[src/rtl/route_pkg.sv]
package route_pkg;
  localparam int PORT_W = 3;
  localparam int PAGE_W = 20;
  localparam int PAGE_LSB = 12;

  typedef struct packed {
    logic [PORT_W-1:0] port;
    logic              special;
    logic [PAGE_W-1:0] base;
    logic [PAGE_W-1:0] mask;
  } desc_t;

  localparam desc_t DESC_RESET = '{port: '0, special: 1'b0, base: '1, mask: '0};

  function automatic logic [63:0] desc_to_word(input desc_t d);
    return {d.port, d.special, 20'h0, d.base, d.mask};
  endfunction

  function automatic desc_t word_to_desc(input logic [63:0] w);
    desc_t d;
    d.port    = w[63:61];
    d.special = w[60];
    d.base    = w[39:20];
    d.mask    = w[19:0];
    return d;
  endfunction
endpackage

[src/rtl/route_desc_bank.sv]
module route_desc_bank
  import route_pkg::*;
#(
  parameter int NUM_DESC = 6,
  parameter int REG_AW = 16,
  parameter logic [REG_AW-1:0] REG_BASE = 16'h0020
) (
  input  logic                clk,
  input  logic                rst_n,
  input  logic                reg_wen,
  input  logic [REG_AW-1:0]   reg_addr,
  input  logic [63:0]         reg_wdata,
  output logic [63:0]         reg_rdata,
  output desc_t [NUM_DESC-1:0] descs
);
  localparam logic [REG_AW-1:0] COUNT_A = REG_AW'(NUM_DESC);

  logic [REG_AW-1:0] offset;
  logic              in_range;
  desc_t             wr_desc;

  always_comb begin
    offset   = reg_addr - REG_BASE;
    in_range = (reg_addr >= REG_BASE) && (offset < COUNT_A);
    wr_desc  = word_to_desc(reg_wdata);
  end

  for (genvar i = 0; i < NUM_DESC; i++) begin : g_entry
    logic  wr_en;
    desc_t d_q;
    desc_t d_nxt;

    always_comb begin
      wr_en = reg_wen && in_range && (offset == REG_AW'(i));
      d_nxt = wr_en ? wr_desc : d_q;
    end

    always_ff @(posedge clk or negedge rst_n) begin
      if (!rst_n) d_q <= DESC_RESET;
      else        d_q <= d_nxt;
    end

    assign descs[i] = d_q;
  end

  always_comb begin
    reg_rdata = '0;
    for (int i = 0; i < NUM_DESC; i++) begin
      if (in_range && offset == REG_AW'(i)) reg_rdata = desc_to_word(descs[i]);
    end
  end
endmodule

[src/rtl/route_match.sv]
module route_match
  import route_pkg::*;
(
  input  desc_t       desc,
  input  logic [31:0] addr,
  input  logic        special,
  output logic        hit
);
  logic [PAGE_W-1:0] page;

  always_comb begin
    page = addr[PAGE_LSB +: PAGE_W];
    hit  = (special == desc.special) && ((page & desc.mask) == desc.base);
  end
endmodule

[src/rtl/route_prio_pick.sv]
module route_prio_pick #(
  parameter int NUM_DESC = 6,
  localparam int IDX_W = (NUM_DESC > 1) ? $clog2(NUM_DESC) : 1
) (
  input  logic [NUM_DESC-1:0] hits,
  output logic                any_hit,
  output logic [IDX_W-1:0]    win_idx
);
  always_comb begin
    any_hit = |hits;
    win_idx = '0;
    for (int i = NUM_DESC - 1; i >= 0; i--) begin
      if (hits[i]) win_idx = IDX_W'(i);
    end
  end
endmodule

[src/rtl/route_decoder.sv]
module route_decoder
  import route_pkg::*;
#(
  parameter int NUM_DESC = 6,
  parameter int REG_AW = 16,
  parameter logic [REG_AW-1:0] REG_BASE = 16'h0020,
  localparam int IDX_W = (NUM_DESC > 1) ? $clog2(NUM_DESC) : 1
) (
  input  logic              clk,
  input  logic              rst_n,
  input  logic              reg_wen,
  input  logic [REG_AW-1:0] reg_addr,
  input  logic [63:0]       reg_wdata,
  output logic [63:0]       reg_rdata,
  input  logic              req_valid,
  input  logic [31:0]       req_addr,
  input  logic              req_special,
  output logic              rsp_valid,
  output logic              rsp_hit,
  output logic [2:0]        rsp_port,
  output logic [IDX_W-1:0]  rsp_index
);
  desc_t [NUM_DESC-1:0] descs;
  logic  [NUM_DESC-1:0] hits;
  logic                 any_hit;
  logic [IDX_W-1:0]     win_idx;
  logic [PORT_W-1:0]    win_port;

  logic                 valid_q, valid_nxt;
  logic                 hit_q, hit_nxt;
  logic [PORT_W-1:0]    port_q, port_nxt;
  logic [IDX_W-1:0]     idx_q, idx_nxt;

  route_desc_bank #(
    .NUM_DESC(NUM_DESC), .REG_AW(REG_AW), .REG_BASE(REG_BASE)
  ) u_bank (
    .clk(clk), .rst_n(rst_n), .reg_wen(reg_wen), .reg_addr(reg_addr),
    .reg_wdata(reg_wdata), .reg_rdata(reg_rdata), .descs(descs)
  );

  for (genvar i = 0; i < NUM_DESC; i++) begin : g_match
    route_match u_match (
      .desc(descs[i]), .addr(req_addr), .special(req_special), .hit(hits[i])
    );
  end

  route_prio_pick #(.NUM_DESC(NUM_DESC)) u_pick (
    .hits(hits), .any_hit(any_hit), .win_idx(win_idx)
  );

  always_comb begin
    win_port = '0;
    for (int i = 0; i < NUM_DESC; i++) begin
      if (any_hit && win_idx == IDX_W'(i)) win_port = descs[i].port;
    end
  end

  // next-state: response fields load only when a request is presented
  always_comb begin
    valid_nxt = req_valid;
    hit_nxt   = hit_q;
    port_nxt  = port_q;
    idx_nxt   = idx_q;
    if (req_valid) begin
      hit_nxt  = any_hit;
      port_nxt = win_port;
      idx_nxt  = win_idx;
    end
  end

  always_ff @(posedge clk or negedge rst_n) begin
    if (!rst_n) begin
      valid_q <= 1'b0;
      hit_q   <= 1'b0;
      port_q  <= '0;
      idx_q   <= '0;
    end else begin
      valid_q <= valid_nxt;
      hit_q   <= hit_nxt;
      port_q  <= port_nxt;
      idx_q   <= idx_nxt;
    end
  end

  assign rsp_valid = valid_q;
  assign rsp_hit   = hit_q;
  assign rsp_port  = port_q;
  assign rsp_index = idx_q;
endmodule

[config.mk]
export PLATFORM = sky130hd
export DESIGN_NAME = route_decoder
export DESIGN_NICKNAME = d
export VERILOG_FILES = /design/src/rtl/route_pkg.sv /design/src/rtl/route_desc_bank.sv /design/src/rtl/route_match.sv /design/src/rtl/route_prio_pick.sv /design/src/rtl/route_decoder.sv
export SDC_FILE = /design/constraint.sdc
export NUM_CORES = 1
export LEC_CHECK = 0
export ABC_AREA = 1
export BUFFER_PORTS_ARGS = -buffer_cell sky130_fd_sc_hd__buf_2
export CORE_MARGIN = 1.5
export CORE_UTILIZATION = 29
export DETAILED_ROUTE_END_ITERATION = 8
export GPL_ROUTABILITY_DRIVEN = 0
export GPL_TIMING_DRIVEN = 0
export PLACE_DENSITY_LB_ADDON = 0.3
export RECOVER_POWER = 50
export SYNTH_ARGS = -nofsm -noshare
export SYNTH_HDL_FRONTEND = slang
export SYNTH_SLANG_ARGS = --single-unit
[constraint.sdc]
create_clock -name clk -period 4 [get_ports clk]
set_input_delay 0.8 -clock clk [delete_from_list [all_inputs] [get_ports clk]]
set_output_delay 0.8 -clock clk [all_outputs]
set_load 0.01 [all_outputs]
Word level (Yosys, flattened, before mapping). Index checks and enable logic that the tools add are counted.

Flip-flop bits (word level): 272. Memory bits (writable): 0. Logic and storage cells: 106. Output and inout port bits: 72. Memories kept: 0. Memory bits (read-only): 0. Bits in latches: 0. Input port bits: 117.

Equal/unequal tests: 22. Shifts and indexed selects: 0. Order comparisons: 2. Reductions and logical operators: 29. Bitwise gates (word level): 6. Mux-type cells: 18. Add/sub/neg operators: 1. Divide/modulo/power cells: 0. Multipliers: 0.

Operator list (count): 64-bit 2-to-1 mux (6); 20-bit AND (6); 20-bit == test (6); 3-bit 2-to-1 mux (12); 16-bit by 2-bit == test with 1-bit output (second input constant) (2); 16-bit by 3-bit == test with 1-bit output (second input constant) (2); 1-bit logical AND (26); 16-bit by 1-bit == test with 1-bit output (second input constant) (1); 16-bit by 6-bit greater-or-equal comparator with 1-bit output (second input constant) (1); 16-bit zero test (1); 16-bit by 3-bit < comparator with 1-bit output (second input constant) (1); 16-bit by 6-bit subtractor with 16-bit output (second input constant) (1); 1-bit == test (6); 3-bit by 2-bit == test with 1-bit output (second input constant) (2); 3-bit == test (second input constant) (2); 6-bit OR reduction (1); 3-bit by 1-bit == test with 1-bit output (second input constant) (1); 3-bit zero test (1).

Longest topological paths before layout. Gate-level depths: netlist of the first run.

Word-level depth: 17. Gate-level depth with buffers: 19. Depth with buffers taken out: 17.

Modules after synthesis. Synthesis of the first run repeated with hierarchy kept, for this count alone.

Cells, all modules: 2458. Area total of the unflattened synthesis: 16316.9 µm².

By module, submodules not included: route_desc_bank (area each 13107.6 µm², times used 1, seq. area each 6756.5 µm², cells an instance 1753); route_match (area each 436.7 µm², times used 6, seq. area each 0.0 µm², cells an instance 102); route_decoder (area each 516.7 µm², times used 1, seq. area each 200.2 µm², cells an instance 78); route_prio_pick (area each 72.6 µm², times used 1, seq. area each 0.0 µm², cells an instance 15).

Worst setup path after synthesis of the first run. Ideal clock, no wire load.

Path type: input-to-output. From: input port reg_addr[5]. To: output port reg_rdata[23]. Path slack: 289 ps. Buffers on the path: 2. Required time: 3200 ps. Stages on the path: 16. Data arrival time: 2911 ps. Path through: inv_1 ha_1 buf_2 xor2_1 nor2_1 nand2_2 nor2_4 nand4_2 nor2_4 nand2_4 inv_1 buf_2 nand2_1 nand3_1 nand2_1 nand2_1.

Word-level cells in the longest chain between the ends: 10. Elaborated cells on any way between the ends: 22. Those cells by class: add/sub (1); order compare (2); eq/ne (5); mux (6); reduce/logical (8).

RTL lines: start: declaration (line route_decoder.sv:12) `input logic [REG_AW-1:0] reg_addr,`; 16-bit by 6-bit subtractor with 16-bit output (line route_desc_bank.sv:23) `offset = reg_addr - REG_BASE;`; 16-bit by 3-bit < comparator with 1-bit output (line route_desc_bank.sv:24) `in_range = (reg_addr >= REG_BASE) && (offset < COUNT_A);`; 1-bit logical AND (line route_desc_bank.sv:24); 1-bit logical AND (line route_desc_bank.sv:49) `if (in_range && offset == REG_AW'(i)) reg_rdata = desc_to_word(descs[i]);`; 64-bit 2-to-1 mux (5 in series) (line route_desc_bank.sv:49); 64-bit 2-to-1 mux (*) (line route_desc_bank.sv:49); end: declaration (line route_decoder.sv:14) `output logic [63:0] reg_rdata,`.

Mark *: on every way between the ends. The rest lies on a longest branch, timed or not.

Final worst setup path of the first run.
From: input port reg_addr[5]. To: output port reg_rdata[10].

Same word-level chain as after synthesis.

==> results of run 1 <==
## registers in the layout, summed over array words and instances, names as in the netlist
| signal | count |
|---|---|
| rsp_port | 3 |
| rsp_hit | 1 |
| u_bank.descs | 264 |
| rsp_valid | 1 |
| rsp_index | 3 |
## synth_stat cells (3+ instances only)
cell type	instances
dfstp_2	120
buf_4	27
nand3b_1	13
nor3_1	22
o21ai_0	185
o21ai_1	47
inv_1	317
nand2_1	882
nand2_2	3
o211ai_1	29
a31oi_1	44
xor2_1	15
a21oi_1	85
buf_2	29
nor2_2	5
buf_6	3
nand3_1	158
clkbuf_1	94
nand4_1	37
nor2_4	5
mux2i_1	22
dfrtp_1	152
nor2_1	176
## cell type report
class	count	area (um^2)	area share, %
tap	756	946	4.56
clock inverter	8	93.8	0.452
timing repair buffer	168	1160	5.59
sequential	272	6960	33.5
clock buffer	55	1060	5.13
buffer	151	1150	5.56
multi-input combinational	1758	8150	39.3
inverter	318	1210	5.85
antenna	1	2.50	0.0121
## worst max-delay path by stage
stage                 from                 to  slack (ps)  cells past startpoint
6_report       reg_addr[5]      reg_rdata[10]         -20                     13
4_1_cts        reg_addr[6]      reg_rdata[23]           5                     19
5_1_grt        reg_addr[5]      reg_rdata[21]         -40                     18
2_1_floorplan  reg_addr[5]      reg_rdata[23]         290                     16
3_5_place_dp   reg_addr[5]      reg_rdata[37]       -1270                     18
3_3_place_gp         rst_n  u_bank.descs[224]       -3290                      1
## worst min-delay path, cell delays in order
cell	delay, ps
buf_2	100
a21oi_1	60
inv_1	40
## routing by layer
layer	up-vias	GRT usage, %	routed length (um)
met4	2	15.3	5410
met2	1216	39.8	34700
li1	8258	-	-
met3	277	8.26	10600
met1	8637	35.7	32500
met5	-	0	12
## kinds of logic after synthesis
family | count (synthesis) | share of synthesized area (%)
mux | 22 | 1.32
fa+ha+maj | 1 | 0.0749
compound gates | 390 | 12.4
xor+xnor | 16 | 0.839
other cells | 1 | 0.0224
flops | 272 | 41.6
buf+inv | 471 | 11.5
simple gates | 1307 | 32.1
## power by group through the flow
stage               clock network (W)  logic, W  registers, W
floorplan                           0  0.000141       0.00282
global placement                    0  0.000347       0.00281
detailed placement                  0  0.000358       0.00281
CTS                           0.00327  0.000366       0.00277
global route                  0.00337  0.000411       0.00277
finish                        0.00326  0.000379       0.00277
## through the flow
| stage | std cells | total power, W | util (%) | cell area (um^2) |
|---|---|---|---|---|
| floorplan | 2499 | 0.00296 | - | 16800 |
| global placement | 3380 | 0.00316 | 32.4 | 18400 |
| detailed placement | 3383 | 0.00317 | 32.5 | 18400 |
| CTS | 3471 | 0.00641 | 35.9 | 20300 |
| global route | 3486 | 0.00655 | 36.6 | 20700 |
| finish | 3487 | 0.00641 | 36.6 | 20700 |
## what timing repair did
action                                 4_1_cts  5_1_grt
pin swaps                                   10       20
gates cloned                                 3        6
buffers inserted                            24        9
setup endpoints to repair                   44       44
endpoints found under the hold margin        0        0
resized for setup                          152       82
==> flow_metrics.env, run 1 <==
export IMPL_die_h_um=243
export IMPL_setup_slack_ps=-17.9
export IMPL_cts_made_buffers=35
export IMPL_antenna_found_initial=2
export IMPL_post_place_ws_ps=-1270
export IMPL_cp_num_buf_inv=4
export IMPL_finalHoldViolations=0
export IMPL_min_path_type="primary input to register"
export IMPL_drv_cap=1
export IMPL_tightest_slew_ps=2390
export IMPL_status="finished with violations"
export IMPL_die_area_um2=59100
export IMPL_h_tree_depth=2
export IMPL_power_internal_w=0.00481
export IMPL_tns_ps=-33.6
export IMPL_synth_area_per_cell_um2=6.74
export IMPL_mostFrequentLayoutCell="nand2_1"
export IMPL_grt_pass1_wl_um=116000
export IMPL_drcViolationCount=0
export IMPL_layout_drive_gt1_share_pct=18.1
export IMPL_ir_drop_uv=208
export IMPL_syn_area_um2=16700
export IMPL_worstReg2RegStart="u_bank.descs[249]"
export IMPL_pwr_share_seq_pct=43.2
export IMPL_end_kind="output port"
export IMPL_netlist_area_leader_share_pct=22.8
export IMPL_cts_root_buffer="clkbuf_16"
export IMPL_ys_async_sr_fraction_pct=100
export IMPL_path_max_fanout=10
export IMPL_cp_cell_sequence="buf_2, inv_4, ha_4, xor2_2, nor2_2, nand2_4, nor2_2, clkbuf_2, a31oi_1, nand2_1, nand2_1, nand2_1, buf_2"
export IMPL_p_switching_w=0.00159
export IMPL_synth_edf_count=0
export IMPL_synth_seq_cells=272
export IMPL_yosysUniqueCellTypes=33
export IMPL_cts_sinks=272
export IMPL_coreArea_um2=56700
export IMPL_leakagePower_nw=10.2
export IMPL_slowest_stage="nor2_2"
export IMPL_period_share_pct=100
export IMPL_wire_per_inst_um=23.8
export IMPL_hold_depth=3
export IMPL_yosys_top_cells_area="dfrtp_1, nand2_1, dfstp_2"
export IMPL_first_pass_iters=6
export IMPL_grt_overflow=0
export IMPL_crit_type="primary input to output port"
export IMPL_swShare_pct=24.9
export IMPL_grt_max_degree=93
export IMPL_clkPwrFrac_pct=50.9
export IMPL_postRouteAntennaNets=0
export IMPL_layout_min_cycle_time_ps=4020
export IMPL_start_util_pct=29.5
export IMPL_ys_warn_count=0
export IMPL_track_usage_pct=27.3
export IMPL_num_rows=87
export IMPL_wl_um=83100
export IMPL_critPathTopFamily="simple AND/OR/NAND/NOR gates"
export IMPL_synth_top_cell_by_area="dfrtp_1"
export IMPL_hold_end="u_bank.descs[96]"
export IMPL_powerDensity_nw_per_um2=309
export IMPL_rr_worst_depth=12
export IMPL_grt_pass1_vias=16805
export IMPL_via_per_inst=5.27
export IMPL_maxSlewViolCount=40
export IMPL_cp_start_kind="primary input"
export IMPL_port_buffers=125
export IMPL_clock_skew_ps=16.3
export IMPL_cts_hold_repair_buffers=0
export IMPL_vias=18390
export IMPL_max_slew_margin_rel_pct=-59.0
export IMPL_p_comb_share_pct=5.9
export IMPL_fin_nets=2822
export IMPL_cp_slowest_stage_delay_ps=550
export IMPL_cp_required_ps=3200
export IMPL_io_pins=189
export IMPL_max_freq_mhz=249
export IMPL_n_fill_cell=6178
export IMPL_clock_path_buffers=3
export IMPL_setup_viol=3
export IMPL_cpMostUsedCell="nand2_1"
export IMPL_cts_tree="built"
export IMPL_ys_seq_area_share_pct=41.6
export IMPL_chipWidth_um=243
export IMPL_final_cell_mix="nand2_1, inv_1, o21ai_0"
export IMPL_synth_cells=2480
export IMPL_ys_flop_type="dfrtp_1"
export IMPL_dp_hpwl_um=57200
export IMPL_rrSetupSlack_ps=1040
export IMPL_area_growth_syn_to_layout_pct=24.1
export IMPL_cp_arrival_ps=3220
export IMPL_reg2reg_to="rsp_port[0]"
export IMPL_hold_start="reg_wdata[8]"
export IMPL_violations="capacitance limit, slew limit, setup timing"
export IMPL_clk_insertion_delay_late_ps=560
export IMPL_path_clk_slew_ps=60
export IMPL_holdWs_ps=476
export IMPL_drtIter0Drc=2566
No activity file was read; power rests on OpenSTA's default activity.
==> run 2, diff against run 1 <==
BUFFER_PORTS_ARGS = not set   (was -buffer_cell sky130_fd_sc_hd__buf_2)
DONT_BUFFER_PORTS = 1   (was not set)
==> flow_metrics.env, run 2 (same netlist as run 1, synthesis figures left out) <==
export IMPL_status="finished with violations"
export IMPL_violations="capacitance limit, slew limit"
export IMPL_maxSlewViolCount=154
export IMPL_dp_cells=3255
export IMPL_area_growth_syn_to_layout_pct=18.4
export IMPL_post_place_ws_ps=-1140
export IMPL_placed_area_um2=17700
export IMPL_largest_reg_flops=264
export IMPL_clk_insertion_delay_late_ps=550
export IMPL_finalHoldViolations=0
export IMPL_max_slew_margin_rel_pct=-45.5
export IMPL_grt_pass1_vias=16633
export IMPL_postRouteAntennaNets=0
export IMPL_via_per_inst=5.40
export IMPL_final_cell_mix="nand2_1, inv_1, o21ai_0"
export IMPL_antenna_found_initial=2
export IMPL_io_pins=189
export IMPL_crit_type="primary input to output port"
export IMPL_powerDensity_nw_per_um2=320
export IMPL_cts_sinks=272
export IMPL_grt_overflow=0
export IMPL_setup_viol=0
export IMPL_min_path_type="primary input to async pin"
export IMPL_drcViolationCount=0
export IMPL_chipWidth_um=243
export IMPL_clock_path_buffers=3
export IMPL_cp_start_kind="primary input"
export IMPL_leakagePower_nw=9.53
export IMPL_wire_per_inst_um=25.0
export IMPL_vias=18086
export IMPL_setup_slack_ps=77.1
export IMPL_path_clk_slew_ps=60
export IMPL_cp_slowest_stage_delay_ps=350
export IMPL_cpMostUsedCell="nand2_1"
export IMPL_grt_pass1_wl_um=116000
export IMPL_path_max_fanout=10
export IMPL_first_pass_iters=6
export IMPL_critPathTopFamily="simple AND/OR/NAND/NOR gates"
export IMPL_slowest_stage="nor2_4"
export IMPL_die_area_um2=59100
export IMPL_num_rows=87
export IMPL_clock_skew_ps=8.74
export IMPL_track_usage_pct=27.4
export IMPL_fin_nets=2683
export IMPL_cts_root_buffer="clkbuf_16"
export IMPL_wl_um=83700
export IMPL_stdcell_area_um2=19800
export IMPL_cts_tree="built"
export IMPL_h_tree_depth=2
export IMPL_coreArea_um2=56700
export IMPL_layout_min_cycle_time_ps=3920
export IMPL_cp_arrival_ps=3120
export IMPL_tightest_slew_ps=2180
export IMPL_drtIter0Drc=2742
export IMPL_rrSetupSlack_ps=1130
export IMPL_die_h_um=243
export IMPL_layout_drive_gt1_share_pct=13.4
export IMPL_end_kind="output port"
export IMPL_port_buffers=0
export IMPL_dp_hpwl_um=56600
export IMPL_period_share_pct=98.1
export IMPL_cts_made_buffers=34
export IMPL_ir_drop_uv=244
export IMPL_cp_cell_sequence="clkinvlp_4, ha_4, xor2_1, nor2_1, nand2_4, nor2_1, nand2_1, nor2_4, buf_4, nand2_1, nand2_1, nand2_1, nand2_1, nand2_1, nand2_1, nand2_1"
export IMPL_final_cell_count_no_fill=3349
export IMPL_grt_max_degree=273
export IMPL_start_util_pct=29.5
export IMPL_cp_num_buf_inv=2
export IMPL_final_core_util_pct=34.9
export IMPL_drv_cap=2
export IMPL_cp_required_ps=3200
export IMPL_mostFrequentLayoutCell="nand2_1"
export IMPL_n_fill_cell=6031
export IMPL_p_total_w=0.00632
export IMPL_max_freq_mhz=255
run 2: changes by cell type in the layout (fill, tap and decap cells not counted), sizes merged:
cell      delta
inv          -2
nor2         -1
clkbuf      -10
diode        +1
buf        -128
clkinvlp     +1
bufinv       +1
run 2: cell type report:
class | instances | area [um^2] | share of cell area, %
Multi-Input combinational cell | 1757 | 8110 | 41.0
Sequential cell | 272 | 6960 | 35.2
Inverter | 318 | 1210 | 6.11
Buffer | 151 | 1070 | 5.41
Clock buffer | 54 | 1040 | 5.25
Tap cell | 756 | 946 | 4.78
Timing Repair Buffer | 31 | 335 | 1.69
Clock inverter | 8 | 115 | 0.582
Antenna cell | 2 | 5.00 | 0.0253
run 2: worst paths after layout:
path,start,to,cells after the start
max in group asynchronous,rst_n,rsp_port[1],1
hold reg to reg,u_bank.descs[243],u_bank.descs[243],2
hold / removal,rst_n,u_bank.descs[170],0
min in group clk,req_valid,rsp_valid,0
setup reg to reg,u_bank.descs[244],rsp_port[1],12
setup / recovery,reg_addr[5],reg_rdata[31],16
run 2: timing repair:
| action | 4_1_cts | 5_1_grt |
|---|---|---|
| endpoints found under the hold margin | 152 | 134 |
| pin swaps | 13 | 8 |
| resized for setup | 156 | 16 |
| setup endpoints to repair | 44 | 44 |
| cloned | 3 | 2 |
| buffers inserted | 20 | 5 |
run 2: metal layers:
layer,GRT usage [%],vias up,routed length (um)
li1,-,7966,-
met1,34.9,8474,31900
met2,40.2,1337,35100
met3,9.65,307,11700
met4,14.9,2,4960
met5,0,-,12
run 2: through the flow:
step / setup TNS [ps] / hold WS (ps)
floorplan: 0 / 453
global placement: -35370 / 468
detailed placement: -39020 / 480
CTS: 0 / -51.1
global route: -232 / 91.0
finish: 0 / 104
run 2: where the power goes:
group | switching, W | total (W) | internal, W
logic | 0.000212 | 0.000272 | 0.0000604
registers | 0.00000795 | 0.00277 | 0.00276
clock network | 0.00130 | 0.00328 | 0.00198
total | 0.00152 | 0.00632 | 0.00480
